**src/rtl/mdio_mgmt_pkg.sv**
```systemverilog
// Package: shared constants and the frame-state type for the management slave.
// Assumes the 16-bit, 32-register layout with interrupt control in 18 and status in 19.
package mdio_mgmt_pkg;
    localparam int MM_DATA_W   = 16;
    localparam int MM_NREG     = 32;
    localparam int MM_AW       = 5;
    localparam int MM_PRE_LEN  = 32;
    localparam int MM_N_EVT    = 4;
    localparam int MM_EN_REG   = 18;
    localparam int MM_STAT_REG = 19;
    localparam int MM_GLB_BIT  = 1;
    localparam int MM_EVT_LSB  = 4;

    typedef enum logic [2:0] {
        FR_PRE,
        FR_ST,
        FR_OP,
        FR_PHY,
        FR_REG,
        FR_TA,
        FR_DATA
    } fr_state_t;
endpackage

```
**src/rtl/mdc_edge.sv**
```systemverilog
// Module: mdc_edge
// Detects rising edges of the management clock in the system clock domain and
// passes the data line through for sampling on that edge.
// Assumes mdc and mdio_in are already synchronous to clk.
module mdc_edge (
    input  logic clk,
    input  logic rst_n,
    input  logic mdc,
    input  logic mdio_in,
    output logic tick,
    output logic bit_s
);
    logic mdc_q;

    // Purpose: remember the previous management clock level.
    always_ff @(posedge clk) begin
        if (!rst_n) mdc_q <= 1'b0;
        else        mdc_q <= mdc;
    end

    assign tick  = mdc & ~mdc_q;
    assign bit_s = mdio_in;
endmodule

```
**src/rtl/mdio_frame.sv**
```systemverilog
// Module: mdio_frame
// Walks through preamble, start, opcode, device address, register address,
// turnaround and data. Issues read and write strobes to the register bank and
// shifts read data out one bit per management clock.
// Assumes tick marks each rising edge of the management clock.
module mdio_frame import mdio_mgmt_pkg::*; #(
    parameter int DATA_W  = MM_DATA_W,
    parameter int AW      = MM_AW,
    parameter int PRE_LEN = MM_PRE_LEN
) (
    input  logic              clk,
    input  logic              rst_n,
    input  logic              tick,
    input  logic              bit_i,
    input  logic              strap,
    input  logic              port_dis,
    input  logic [DATA_W-1:0] rd_data,
    output logic              rd_stb,
    output logic              wr_stb,
    output logic [AW-1:0]     reg_addr,
    output logic [DATA_W-1:0] wr_data,
    output logic              mdio_out,
    output logic              mdio_oe,
    output logic              is_rd,
    output logic              hit
);
    localparam int PCW = $clog2(PRE_LEN + 1);
    localparam int CW  = (DATA_W > AW) ? $clog2(DATA_W) : $clog2(AW);

    fr_state_t         state;
    logic [PCW-1:0]    pre_cnt;
    logic [CW-1:0]     cnt;
    logic              op_q;
    logic [AW-1:0]     phy_q;
    logic [AW-1:0]     reg_q;
    logic [DATA_W-1:0] sh;
    logic [AW-1:0]     own_addr;

    assign own_addr = {{(AW-1){1'b0}}, strap};
    assign reg_addr = reg_q;
    assign rd_stb   = tick && (state == FR_TA) && (cnt == '0) && hit && is_rd;
    assign wr_stb   = tick && (state == FR_DATA) && (cnt == CW'(DATA_W-1)) && hit && !is_rd;
    assign wr_data  = {sh[DATA_W-2:0], bit_i};

    // Purpose: frame state machine, one step per management clock rising edge.
    always_ff @(posedge clk) begin
        if (!rst_n) begin
            state    <= FR_PRE;
            pre_cnt  <= '0;
            cnt      <= '0;
            op_q     <= 1'b0;
            phy_q    <= '0;
            reg_q    <= '0;
            is_rd    <= 1'b0;
            hit      <= 1'b0;
            sh       <= '0;
            mdio_oe  <= 1'b0;
            mdio_out <= 1'b0;
        end else if (tick) begin
            case (state)
                FR_PRE: begin
                    if (bit_i) begin
                        if (pre_cnt != PCW'(PRE_LEN)) pre_cnt <= pre_cnt + 1'b1;
                    end else begin
                        if (pre_cnt == PCW'(PRE_LEN)) state <= FR_ST;
                        pre_cnt <= '0;
                    end
                end
                FR_ST: begin
                    cnt   <= '0;
                    state <= bit_i ? FR_OP : FR_PRE;
                end
                FR_OP: begin
                    if (cnt == '0) begin
                        op_q <= bit_i;
                        cnt  <= CW'(1);
                    end else begin
                        cnt <= '0;
                        if (op_q != bit_i) begin
                            is_rd <= op_q;
                            state <= FR_PHY;
                        end else begin
                            state <= FR_PRE;
                        end
                    end
                end
                FR_PHY: begin
                    phy_q <= {phy_q[AW-2:0], bit_i};
                    if (cnt == CW'(AW-1)) begin
                        cnt   <= '0;
                        state <= FR_REG;
                    end else begin
                        cnt <= cnt + 1'b1;
                    end
                end
                FR_REG: begin
                    reg_q <= {reg_q[AW-2:0], bit_i};
                    if (cnt == CW'(AW-1)) begin
                        cnt   <= '0;
                        hit   <= (phy_q == own_addr) && !port_dis;
                        state <= FR_TA;
                    end else begin
                        cnt <= cnt + 1'b1;
                    end
                end
                FR_TA: begin
                    if (cnt == '0) begin
                        cnt <= CW'(1);
                        if (hit && is_rd) begin
                            mdio_oe  <= 1'b1;
                            mdio_out <= 1'b0;
                            sh       <= rd_data;
                        end
                    end else begin
                        cnt      <= '0;
                        mdio_out <= sh[DATA_W-1];
                        sh       <= {sh[DATA_W-2:0], bit_i};
                        state    <= FR_DATA;
                    end
                end
                FR_DATA: begin
                    mdio_out <= sh[DATA_W-1];
                    sh       <= {sh[DATA_W-2:0], bit_i};
                    if (cnt == CW'(DATA_W-1)) begin
                        cnt     <= '0;
                        mdio_oe <= 1'b0;
                        pre_cnt <= '0;
                        state   <= FR_PRE;
                    end else begin
                        cnt <= cnt + 1'b1;
                    end
                end
                default: state <= FR_PRE;
            endcase
        end
    end
endmodule

```
**src/rtl/mdio_regfile.sv**
```systemverilog
// Module: mdio_regfile
// Register bank with one word per address, a read-only sticky status word that
// clears on read, and the active-low interrupt request.
// Assumes rd_stb and wr_stb are single-cycle strobes.
module mdio_regfile import mdio_mgmt_pkg::*; #(
    parameter int DATA_W   = MM_DATA_W,
    parameter int NREG     = MM_NREG,
    parameter int AW       = MM_AW,
    parameter int N_EVT    = MM_N_EVT,
    parameter int EN_REG   = MM_EN_REG,
    parameter int STAT_REG = MM_STAT_REG,
    parameter int GLB_BIT  = MM_GLB_BIT,
    parameter int EVT_LSB  = MM_EVT_LSB
) (
    input  logic              clk,
    input  logic              rst_n,
    input  logic [AW-1:0]     addr,
    input  logic              rd_stb,
    input  logic              wr_stb,
    input  logic [DATA_W-1:0] wr_data,
    input  logic [N_EVT-1:0]  evt,
    output logic [DATA_W-1:0] rd_data,
    output logic [DATA_W-1:0] en_word,
    output logic [N_EVT-1:0]  stat_bits,
    output logic              int_n
);
    logic [NREG-1:0][DATA_W-1:0] word;
    logic [DATA_W-1:0]           stat_view;
    logic                        stat_rd;

    assign stat_rd = rd_stb && (addr == AW'(STAT_REG));

    // Purpose: sticky status bits; a status read clears, new events always win.
    always_ff @(posedge clk) begin
        if (!rst_n)       stat_bits <= '0;
        else if (stat_rd) stat_bits <= evt;
        else              stat_bits <= stat_bits | evt;
    end

    // Purpose: place the status bits at their field position in the read word.
    always_comb begin
        stat_view = '0;
        stat_view[EVT_LSB +: N_EVT] = stat_bits;
    end

    for (genvar i = 0; i < NREG; i++) begin : g_reg
        if (i == STAT_REG) begin : g_stat
            assign word[i] = stat_view;
        end else begin : g_rw
            logic [DATA_W-1:0] q;
            // Purpose: writable storage word for address i.
            always_ff @(posedge clk) begin
                if (!rst_n)                             q <= '0;
                else if (wr_stb && addr == AW'(i))      q <= wr_data;
            end
            assign word[i] = q;
        end
    end

    assign rd_data = word[addr];
    assign en_word = word[EN_REG];
    assign int_n   = ~(en_word[GLB_BIT] & (|(stat_bits & en_word[EVT_LSB +: N_EVT])));
endmodule

```
**src/rtl/mdio_mgmt_slave.sv**
```systemverilog
// Module: mdio_mgmt_slave (top)
// Serial management slave: edge detection, frame decoding and the register bank
// with interrupt request. The data line is split into value and enable.
// Assumes all inputs are synchronous to clk.
module mdio_mgmt_slave import mdio_mgmt_pkg::*; #(
    parameter int DATA_W = MM_DATA_W,
    parameter int N_EVT  = MM_N_EVT
) (
    input  logic             clk,
    input  logic             rst_n,
    input  logic             mdc,
    input  logic             mdio_in,
    output logic             mdio_out,
    output logic             mdio_oe,
    input  logic             addr_strap,
    input  logic             port_dis,
    input  logic [N_EVT-1:0] evt,
    output logic             int_n
);
    localparam int AW = MM_AW;

    logic              tick;
    logic              bit_s;
    logic              rd_stb;
    logic              wr_stb;
    logic [AW-1:0]     reg_addr;
    logic [DATA_W-1:0] wr_data;
    logic [DATA_W-1:0] rd_data;
    logic [DATA_W-1:0] en_word;
    logic [N_EVT-1:0]  stat_bits;
    logic              is_rd;
    logic              hit;

    mdc_edge u_edge (
        .clk     (clk),
        .rst_n   (rst_n),
        .mdc     (mdc),
        .mdio_in (mdio_in),
        .tick    (tick),
        .bit_s   (bit_s)
    );

    mdio_frame #(.DATA_W(DATA_W), .AW(AW), .PRE_LEN(MM_PRE_LEN)) u_frame (
        .clk      (clk),
        .rst_n    (rst_n),
        .tick     (tick),
        .bit_i    (bit_s),
        .strap    (addr_strap),
        .port_dis (port_dis),
        .rd_data  (rd_data),
        .rd_stb   (rd_stb),
        .wr_stb   (wr_stb),
        .reg_addr (reg_addr),
        .wr_data  (wr_data),
        .mdio_out (mdio_out),
        .mdio_oe  (mdio_oe),
        .is_rd    (is_rd),
        .hit      (hit)
    );

    mdio_regfile #(.DATA_W(DATA_W), .NREG(MM_NREG), .AW(AW), .N_EVT(N_EVT),
                   .EN_REG(MM_EN_REG), .STAT_REG(MM_STAT_REG),
                   .GLB_BIT(MM_GLB_BIT), .EVT_LSB(MM_EVT_LSB)) u_regs (
        .clk       (clk),
        .rst_n     (rst_n),
        .addr      (reg_addr),
        .rd_stb    (rd_stb),
        .wr_stb    (wr_stb),
        .wr_data   (wr_data),
        .evt       (evt),
        .rd_data   (rd_data),
        .en_word   (en_word),
        .stat_bits (stat_bits),
        .int_n     (int_n)
    );
endmodule

```
**config.mk**
```make
export PLATFORM = sky130hd
export DESIGN_NAME = mdio_mgmt_slave
export DESIGN_NICKNAME = d
export VERILOG_FILES = /design/src/rtl/mdio_mgmt_pkg.sv /design/src/rtl/mdc_edge.sv /design/src/rtl/mdio_frame.sv /design/src/rtl/mdio_regfile.sv /design/src/rtl/mdio_mgmt_slave.sv
export SDC_FILE = /design/constraint.sdc
export NUM_CORES = 1
export LEC_CHECK = 0
export ABC_CLOCK_PERIOD_IN_PS = 2550
export BUFFER_PORTS_ARGS = -buffer_cell sky130_fd_sc_hd__buf_2
export CORE_MARGIN = 10
export CORE_UTILIZATION = 38
export DETAILED_ROUTE_END_ITERATION = 8
export PLACE_DENSITY = 0.55
export SETUP_SLACK_MARGIN = 0.1
export SLEW_MARGIN = 20
export SYNTH_ARGS = -nofsm -noshare
export SYNTH_HDL_FRONTEND = slang
export SYNTH_SLANG_ARGS = --single-unit
```
**constraint.sdc**
```tcl
create_clock -name clk -period 2.55 [get_ports clk]
set_input_delay 0.1275 -clock clk [delete_from_list [all_inputs] [get_ports clk]]
set_output_delay 0.1275 -clock clk [all_outputs]
set_load 0.005 [all_outputs]
```
==> results of run 1 <==
-- worst reg2reg max path, delay by kind of cell (launching register included) --
| family | cells | cell delay, ns |
|---|---|---|
| buffers and inverters | 2 | 0.50 |
| and+or+nand+nor | 1 | 0.11 |
| DFF | 1 | 0.51 |
| AOI/OAI and AO/OA | 3 | 0.94 |
| muxes | 1 | 0.29 |
-- power breakdown --
group | internal [mW] | switching (mW) | leakage, nW
registers | 8.52 | 0.00632 | 4.39
clock network | 5.73 | 3.70 | 1.08
logic | 0.142 | 0.148 | 5.67
-- sequential cells by signal (all words and copies together), names as in the netlist, 3 cells and up --
register,flops
u_frame.reg_addr,5
u_frame.sh,16
u_frame.state,3
u_frame.phy_q,5
u_regs.en_word,16
u_regs.g.g_rw.q,480
u_regs.stat_bits,4
u_frame.pre_cnt,6
u_frame.cnt,4
-- metrics by stage --
step | util | hold slack (ns)
3_5_place_dp | 0.405 | 0.375
4_1_cts | 0.439 | 0.0193
3_3_place_gp | 0.405 | 0.369
5_1_grt | 0.440 | 0.0722
2_1_floorplan | - | 0.249
6_report | 0.440 | 0.0449
-- final timing paths --
check | startpoint | endpoint | slack (ns) | cells past startpoint
max | u_frame.reg_addr[1] | u_frame.sh[7] | 0.09 | 7
min reg2reg | u_regs.g_reg[5].g_rw.q[10] | u_regs.g_reg[5].g_rw.q[10] | 0.45 | 2
max reg2reg | u_frame.reg_addr[1] | u_frame.sh[7] | 0.09 | 7
min | addr_strap | u_frame.hit | 0.04 | 5
-- metal layers --
| metal | up-vias | track usage | share of wire |
|---|---|---|---|
| li1 | 9195 | - | - |
| met3 | 143 | 0.0381 | 0.063 |
| met4 | 2 | 0.0685 | 0.030 |
| met5 | - | 0 | 0.00012 |
| met1 | 9672 | 0.262 | 0.45 |
| met2 | 579 | 0.321 | 0.46 |
-- what timing repair did --
item,CTS,global route
setup endpoints to repair,1,104
pin swaps,0,4
hold buffers,8,0
hold endpoints to repair,26,0
buffers inserted,0,4
gates cloned,0,1
resized for setup,1,4
-- synth_stat cells, types with 5 or more instances --
master	count	area, sq um
sky130_fd_sc_hd__nand2_1	612	2300
sky130_fd_sc_hd__dfxtp_1	545	10900
sky130_fd_sc_hd__mux2i_1	292	2920
sky130_fd_sc_hd__a21boi_0	275	2060
sky130_fd_sc_hd__nor2b_1	231	1450
sky130_fd_sc_hd__clkbuf_1	154	578
sky130_fd_sc_hd__mux4_2	95	2140
sky130_fd_sc_hd__buf_2	61	305
sky130_fd_sc_hd__nand3_1	52	260
sky130_fd_sc_hd__o21ai_0	27	135
sky130_fd_sc_hd__inv_1	24	90.1
sky130_fd_sc_hd__buf_4	23	173
sky130_fd_sc_hd__a32o_1	20	200
sky130_fd_sc_hd__a211oi_1	19	143
sky130_fd_sc_hd__a21boi_1	18	135
sky130_fd_sc_hd__a21oi_1	17	85.1
sky130_fd_sc_hd__o22ai_1	17	106
sky130_fd_sc_hd__a22oi_1	16	120
sky130_fd_sc_hd__mux2_2	15	169
sky130_fd_sc_hd__nand3_4	14	245
sky130_fd_sc_hd__buf_6	13	146
sky130_fd_sc_hd__nor2_1	13	48.8
sky130_fd_sc_hd__and3_1	10	62.6
sky130_fd_sc_hd__nand2b_1	9	56.3
sky130_fd_sc_hd__nor3_4	9	146
sky130_fd_sc_hd__a22o_1	8	70.1
sky130_fd_sc_hd__nand3b_1	7	52.6
sky130_fd_sc_hd__nand4_1	7	43.8
sky130_fd_sc_hd__and2_1	6	37.5
sky130_fd_sc_hd__and3b_1	6	52.6
sky130_fd_sc_hd__nor3_2	5	50.1
-- final cells by class --
| class | count | area, sq um |
|---|---|---|
| clock buffer | 83 | 1730 |
| clock inverter | 29 | 437 |
| fill | 6294 | 37700 |
| inverter | 24 | 90.1 |
| multi-input combinational | 1856 | 13700 |
| sequential | 545 | 10900 |
| tap | 873 | 1090 |
| timing repair buffer | 185 | 1740 |
-- kinds of logic after synthesis --
family | after synthesis | synth area share
XOR/XNOR | 2 | 0.000677
flip-flops | 545 | 0.422
adder cells (fa/ha/maj) | 4 | 0.00193
AND/OR/NAND/NOR | 1007 | 0.196
buffers and inverters | 280 | 0.0513
multiplexers | 402 | 0.202
AO/OA/AOI/OAI | 441 | 0.126
==> results by group, run 1 <==
Global routing
  • Antenna violations before repair: 2
  • Aggregate global-route resource usage: 0.199
  • Via count of the first global-routing pass: 19.3k
  • First-pass GRT wire length: 121000 um
  • Maximum number of pins on one net before global-route repair: 182
  • Congestion Overflow GR: 0

STA
  • Max-slew violation count: 0
  • Final critical-path required period: 2.46 ns
  • Achievable Freq: 407 MHz
  • Fin Clk Skew: 0.0329 ns
  • Headroom to the max-slew limit: 0.268
  • Slew of the pin with the lowest slew margin: 1.10 ns
  • Total of endpoints with negative setup slack in the final report: 0
  • Endpoints failing hold: 0
  • RSZ-0062 raised after global routing: yes
  • Final critical-path setup slack: 0.0914 ns
  • Setup total negative slack: 0 ns
  • Period utilization: 0.964

Clock network
  • Maximum buffer depth of the clock tree: 3
  • Maximum level of the CTS H-tree: 2
  • Insertion delay to the later sink of the worst-skew pair: 0.65 ns
  • Number of buffers created by CTS: 59
  • Sinks on Clock Net: 545
  • TritonCTS clock tree: done
  • Clock-pin transition on the worst setup and hold timing paths: 0.06 ns
  • Buffer cell driving the clock tree root: sky130_fd_sc_hd__clkbuf_16

Final layout
  • Most frequent cells in the layout: 612 x sky130_fd_sc_hd__nand2_1, 540 x sky130_fd_sc_hd__dfxtp_1, 292 x sky130_fd_sc_hd__mux2i_1, 275 x sky130_fd_sc_hd__a21boi_0, 229 x sky130_fd_sc_hd__nor2b_1
  • Area grow syn2layout: 14.7%
  • Net count reported at finish: 2685
  • Antenna diode count: 0
  • Final std cells w/o fill: 3595
  • Design area: 29700 sq um
  • Leading cell type in the layout, fill and taps excluded: sky130_fd_sc_hd__nand2_1
  • Share of cells above drive strength 1: 0.163

Critical path
  • Startpoint kind of the worst setup timing path: flop
  • Sum of buffers and inverters on the critical path: 2
  • Largest fanout on the critical path: 31
  • Worst path most repeated cell: sky130_fd_sc_hd__buf_12
  • Cell with the largest stage delay on the worst path: sky130_fd_sc_hd__dfxtp_4
  • Critical path capture point type: flop
  • Class of the most critical setup path: flop to flop
  • Stage delay of the slowest cell on the critical path: 0.51 ns
  • Worst path top cell family by delay: compound AO/OA/AOI/OAI gates
  • List of cells traversed by the critical path: buf_12, buf_12, mux2i_1, o22ai_1, a211oi_1, nand2_1, a32o_1
  • Worst path arrival time: 2.97 ns
  • Req. time, crit path: 3.06 ns

Yosys
  • Top FF cell, synth: sky130_fd_sc_hd__dfxtp_1
  • Synthesized Nets: 2695
  • Instance count of the mapped netlist: 2681
  • Synth cell types: 75
  • Synth Warn #: 0
  • Post-synth EDFFs: 0
  • Synth Cell Area: 25900 sq um
  • Synthesized area per cell: 9.65 sq um
  • #FFs+latches synth: 545
  • Async set or reset register ratio after synthesis: 0
  • Fraction of the yosys area taken by sequential cells: 0.422

Routing
  • Post-detailed-route count of antenna-violating nets: 0
  • Length of the first detailed-routing pass in iterations: 5
  • DRT iter0 DRCs: 1673
  • Average wire per standard cell: 22.3 um
  • WL final: 80200 um
  • Via Count: 19.6k
  • Vias per inst: 5.45
  • Number of remaining DRC errors: 0

Power and ir drop
  • Total design power: 18.2 mW
  • Worst supply voltage drop on vdd: 0.000545 V
  • Power density over the cells: 615 nW/um^2
  • Static Leak: 11.1 nW

Placement
  • Cell area after placement: 27300 sq um
  • IO buf count: 12
  • Post-place setup slack: 0.0116 ns
  • Cell count after placement: 3470
  • DPL Wire Length: 50900 um
  • Routability congestion estimate: 0.823

Floorplanning
  • Std-Cell Core Area: 67400 sq um
  • Standard-cell rows: 95
  • Starting density of the core: 0.384
  • Die width: 281 um
  • Area of the die: 78900 sq um
  • # IOs: 13
  • Chip Height: 281 um

Status
  • Run status: finished clean

Flow run
  • Number of maximum-capacitance constraint violations: 0

Hold path
  • Class of the tightest hold or removal check: input port to flop
No activity file was read; power rests on OpenSTA's default activity.
==> run 2, diff against run 1 <==
--- a/config.mk
+++ b/config.mk
@@ -9,6 +9,7 @@
 export BUFFER_PORTS_ARGS = -buffer_cell sky130_fd_sc_hd__buf_2
 export CORE_MARGIN = 10
 export CORE_UTILIZATION = 38
+export CTS_BUF_LIST = sky130_fd_sc_hd__clkbuf_8
 export DETAILED_ROUTE_END_ITERATION = 8
 export PLACE_DENSITY = 0.55
 export SETUP_SLACK_MARGIN = 0.1
==> run 2 against run 1 <==
Critical endpoint unchanged. Worst setup slack better by 0.00062 ns. Global-route usage grew 0.16 points. Via count rose by 0.92%. Die area did not move. Sequential power about the same. Largest cell class unchanged. Clock-buffer cell count up 43. Register-to-register slack about the same. Final cell count rose by 1.8%. Sequential cell count unchanged. Sequential share of layout area rose by 0.17 points.
==> results by group, run 2 (synthesis gave the netlist of run 1 again) <==
Final layout
  • Design area: 29500 sq um (was 29700 sq um)
  • Fraction of the core area covered by cells at the end of the flow: 0.438 (was 0.440)
  • Area grow syn2layout: 14.2% (was 14.7%)
  • Most frequent cells in the layout: 612 x sky130_fd_sc_hd__nand2_1, 541 x sky130_fd_sc_hd__dfxtp_1, 292 x sky130_fd_sc_hd__mux2i_1, 275 x sky130_fd_sc_hd__a21boi_0, 229 x sky130_fd_sc_hd__nor2b_1 (was 612 x sky130_fd_sc_hd__nand2_1, 540 x sky130_fd_sc_hd__dfxtp_1, 292 x sky130_fd_sc_hd__mux2i_1, 275 x sky130_fd_sc_hd__a21boi_0, 229 x sky130_fd_sc_hd__nor2b_1)
  • Share of cells above drive strength 1: 0.172 (was 0.163)
  • Register with the highest flop count: u_regs.g.g_rw.q (unchanged)
  • Final std cells w/o fill: 3659 (was 3595)
  • Max FFs per register: 480 (unchanged)
  • Net count reported at finish: 2723 (was 2685)
  • Leading cell type in the layout, fill and taps excluded: sky130_fd_sc_hd__nand2_1 (unchanged)

STA
  • Slew of the pin with the lowest slew margin: 1.18 ns (was 1.10 ns)
  • Final hold slack: 0.240 ns (was 0.0449 ns)
  • Endpoints failing hold: 0 (unchanged)
  • RSZ-0062 raised after global routing: yes (unchanged)
  • Final critical-path required period: 2.46 ns (about the same)
  • Total of endpoints with negative setup slack in the final report: 0 (unchanged)
  • Setup total negative slack: 0 ns (unchanged)
  • Final critical-path setup slack: 0.0921 ns (was 0.0914 ns)
  • Fin Clk Skew: 0.0307 ns (was 0.0329 ns)
  • Max-slew violation count: 0 (unchanged)
  • Period utilization: 0.964 (about the same)
  • Achievable Freq: 407 MHz (about the same)
  • Headroom to the max-slew limit: 0.215 (was 0.268)

Power and ir drop
  • Power density over the cells: 578 nW/um^2 (was 615 nW/um^2)
  • Worst supply voltage drop on vdd: 0.000297 V (was 0.000545 V)
  • Static Leak: 11.2 nW (was 11.1 nW)
  • Total design power: 17.1 mW (was 18.2 mW)

Placement
  • Cell count after placement: 3470 (unchanged)
  • Cell area after placement: 27300 sq um (unchanged)
  • Post-place setup slack: 0.0116 ns (unchanged)
  • IO buf count: 12 (unchanged)
  • DPL Wire Length: 50900 um (unchanged)
  • Routability congestion estimate: 0.823 (unchanged)

Critical path
  • Minimum setup slack among reg-to-reg paths: 0.09 ns (about the same)
  • Capturing point of the worst reg2reg path: u_frame.sh[7] (unchanged)
  • Source of the critical timing path: u_frame.reg_addr[1] (unchanged)
  • Depth of the most critical reg-to-reg path: 7 (unchanged)
  • Startpoint kind of the worst setup timing path: flop (unchanged)
  • Reg-to-Reg Start: u_frame.reg_addr[1] (unchanged)
  • Largest fanout on the critical path: 31 (unchanged)
  • Req. time, crit path: 3.12 ns (was 3.06 ns)
  • Critical path capture point type: flop (unchanged)
  • Worst path arrival time: 3.03 ns (was 2.97 ns)
  • Setup crit end: u_frame.sh[7] (unchanged)
  • Class of the most critical setup path: flop to flop (unchanged)

Floorplanning
  • # IOs: 13 (unchanged)
  • Starting density of the core: 0.384 (unchanged)
  • Std-Cell Core Area: 67400 sq um (unchanged)
  • Die width: 281 um (unchanged)
  • Area of the die: 78900 sq um (unchanged)
  • Chip Height: 281 um (unchanged)
  • Standard-cell rows: 95 (unchanged)

Clock network
  • TritonCTS clock tree: done (unchanged)
  • Maximum level of the CTS H-tree: 3 (was 2)
  • Clock-pin transition on the worst setup and hold timing paths: 0.06 ns (about the same)
  • Buffer cell driving the clock tree root: sky130_fd_sc_hd__clkbuf_8 (was sky130_fd_sc_hd__clkbuf_16)
  • Insertion delay to the later sink of the worst-skew pair: 0.69 ns (was 0.65 ns)
  • Maximum buffer depth of the clock tree: 3 (unchanged)
  • Number of buffers created by CTS: 93 (was 59)
  • Sinks on Clock Net: 545 (unchanged)

Global routing
  • Via count of the first global-routing pass: 19.7k (was 19.3k)
  • Congestion Overflow GR: 0 (unchanged)
  • First-pass GRT wire length: 122000 um (was 121000 um)
  • Antenna violations before repair: 3 (was 2)
  • Aggregate global-route resource usage: 0.200 (was 0.199)
  • Maximum number of pins on one net before global-route repair: 182 (unchanged)

Routing
  • DRT iter0 DRCs: 1644 (was 1673)
  • Post-detailed-route count of antenna-violating nets: 0 (unchanged)
  • Vias per inst: 5.40 (was 5.45)
  • Via Count: 19.8k (was 19.6k)
  • Length of the first detailed-routing pass in iterations: 6 (was 5)
  • Number of remaining DRC errors: 0 (unchanged)
  • WL final: 80600 um (was 80200 um)
  • Average wire per standard cell: 22.0 um (was 22.3 um)

Flow run
  • Number of maximum-capacitance constraint violations: 0 (unchanged)

Status
  • Run status: finished clean (unchanged)

Hold path
  • Class of the tightest hold or removal check: input port to flop (unchanged)
## run 2: timing repair
action / CTS / global route
gates resized for setup: 1 / 5
setup endpoints to repair: 1 / 117
pin swaps: 0 / 3
hold buffers: 9 / 0
setup buffers: 2 / 5
hold endpoints to repair: 28 / 0
gates cloned: 0 / 1
## run 2: report_power, final
group          switching, mW  internal (mW)
Clock                   3.66           4.59
Sequential           0.00629           8.52
Combinational          0.149          0.143
Total                   3.81           13.2
## run 2: area by class of cell
type / instances / area (sq um)
Clock buffer: 126 / 1730
Antenna cell: 1 / 2.50
Clock inverter: 45 / 245
Tap cell: 873 / 1090
Timing Repair Buffer: 189 / 1780
Fill cell: 6356 / 37900
Sequential cell: 545 / 10900
Multi-Input combinational cell: 1856 / 13700
Inverter: 24 / 90.1
## run 2: per-layer routing
| metal | global-route usage | wire length [um] | up-vias | share of wire |
|---|---|---|---|---|
| li1 | - | - | 9295 | - |
| met1 | 0.264 | 36600 | 9822 | 0.45 |
| met2 | 0.324 | 37400 | 530 | 0.46 |
| met3 | 0.0345 | 4370 | 122 | 0.054 |
| met4 | 0.0740 | 2170 | 2 | 0.027 |
| met5 | 0 | 11 | - | 0.00014 |
## run 2: how the worst min path moves through the flow
stage / start / end / cells past startpoint
3_3_place_gp: evt[0] / u_regs.stat_bits[0] / 3
5_1_grt: evt[0] / u_regs.stat_bits[0] / 4
2_1_floorplan: mdc / u_edge.mdc_q / 1
4_1_cts: evt[0] / u_regs.stat_bits[0] / 4
3_5_place_dp: evt[0] / u_regs.stat_bits[0] / 3
6_report: evt[0] / u_regs.stat_bits[0] / 4
## run 2: critical path: stages (launching register included)
cell,delay [ns]
sky130_fd_sc_hd__dfxtp_4,0.51
sky130_fd_sc_hd__buf_12,0.21
sky130_fd_sc_hd__buf_12,0.26
sky130_fd_sc_hd__mux2i_1,0.26
sky130_fd_sc_hd__o22ai_1,0.18
sky130_fd_sc_hd__a211oi_1,0.50
sky130_fd_sc_hd__nand2_1,0.11
sky130_fd_sc_hd__a32o_1,0.27
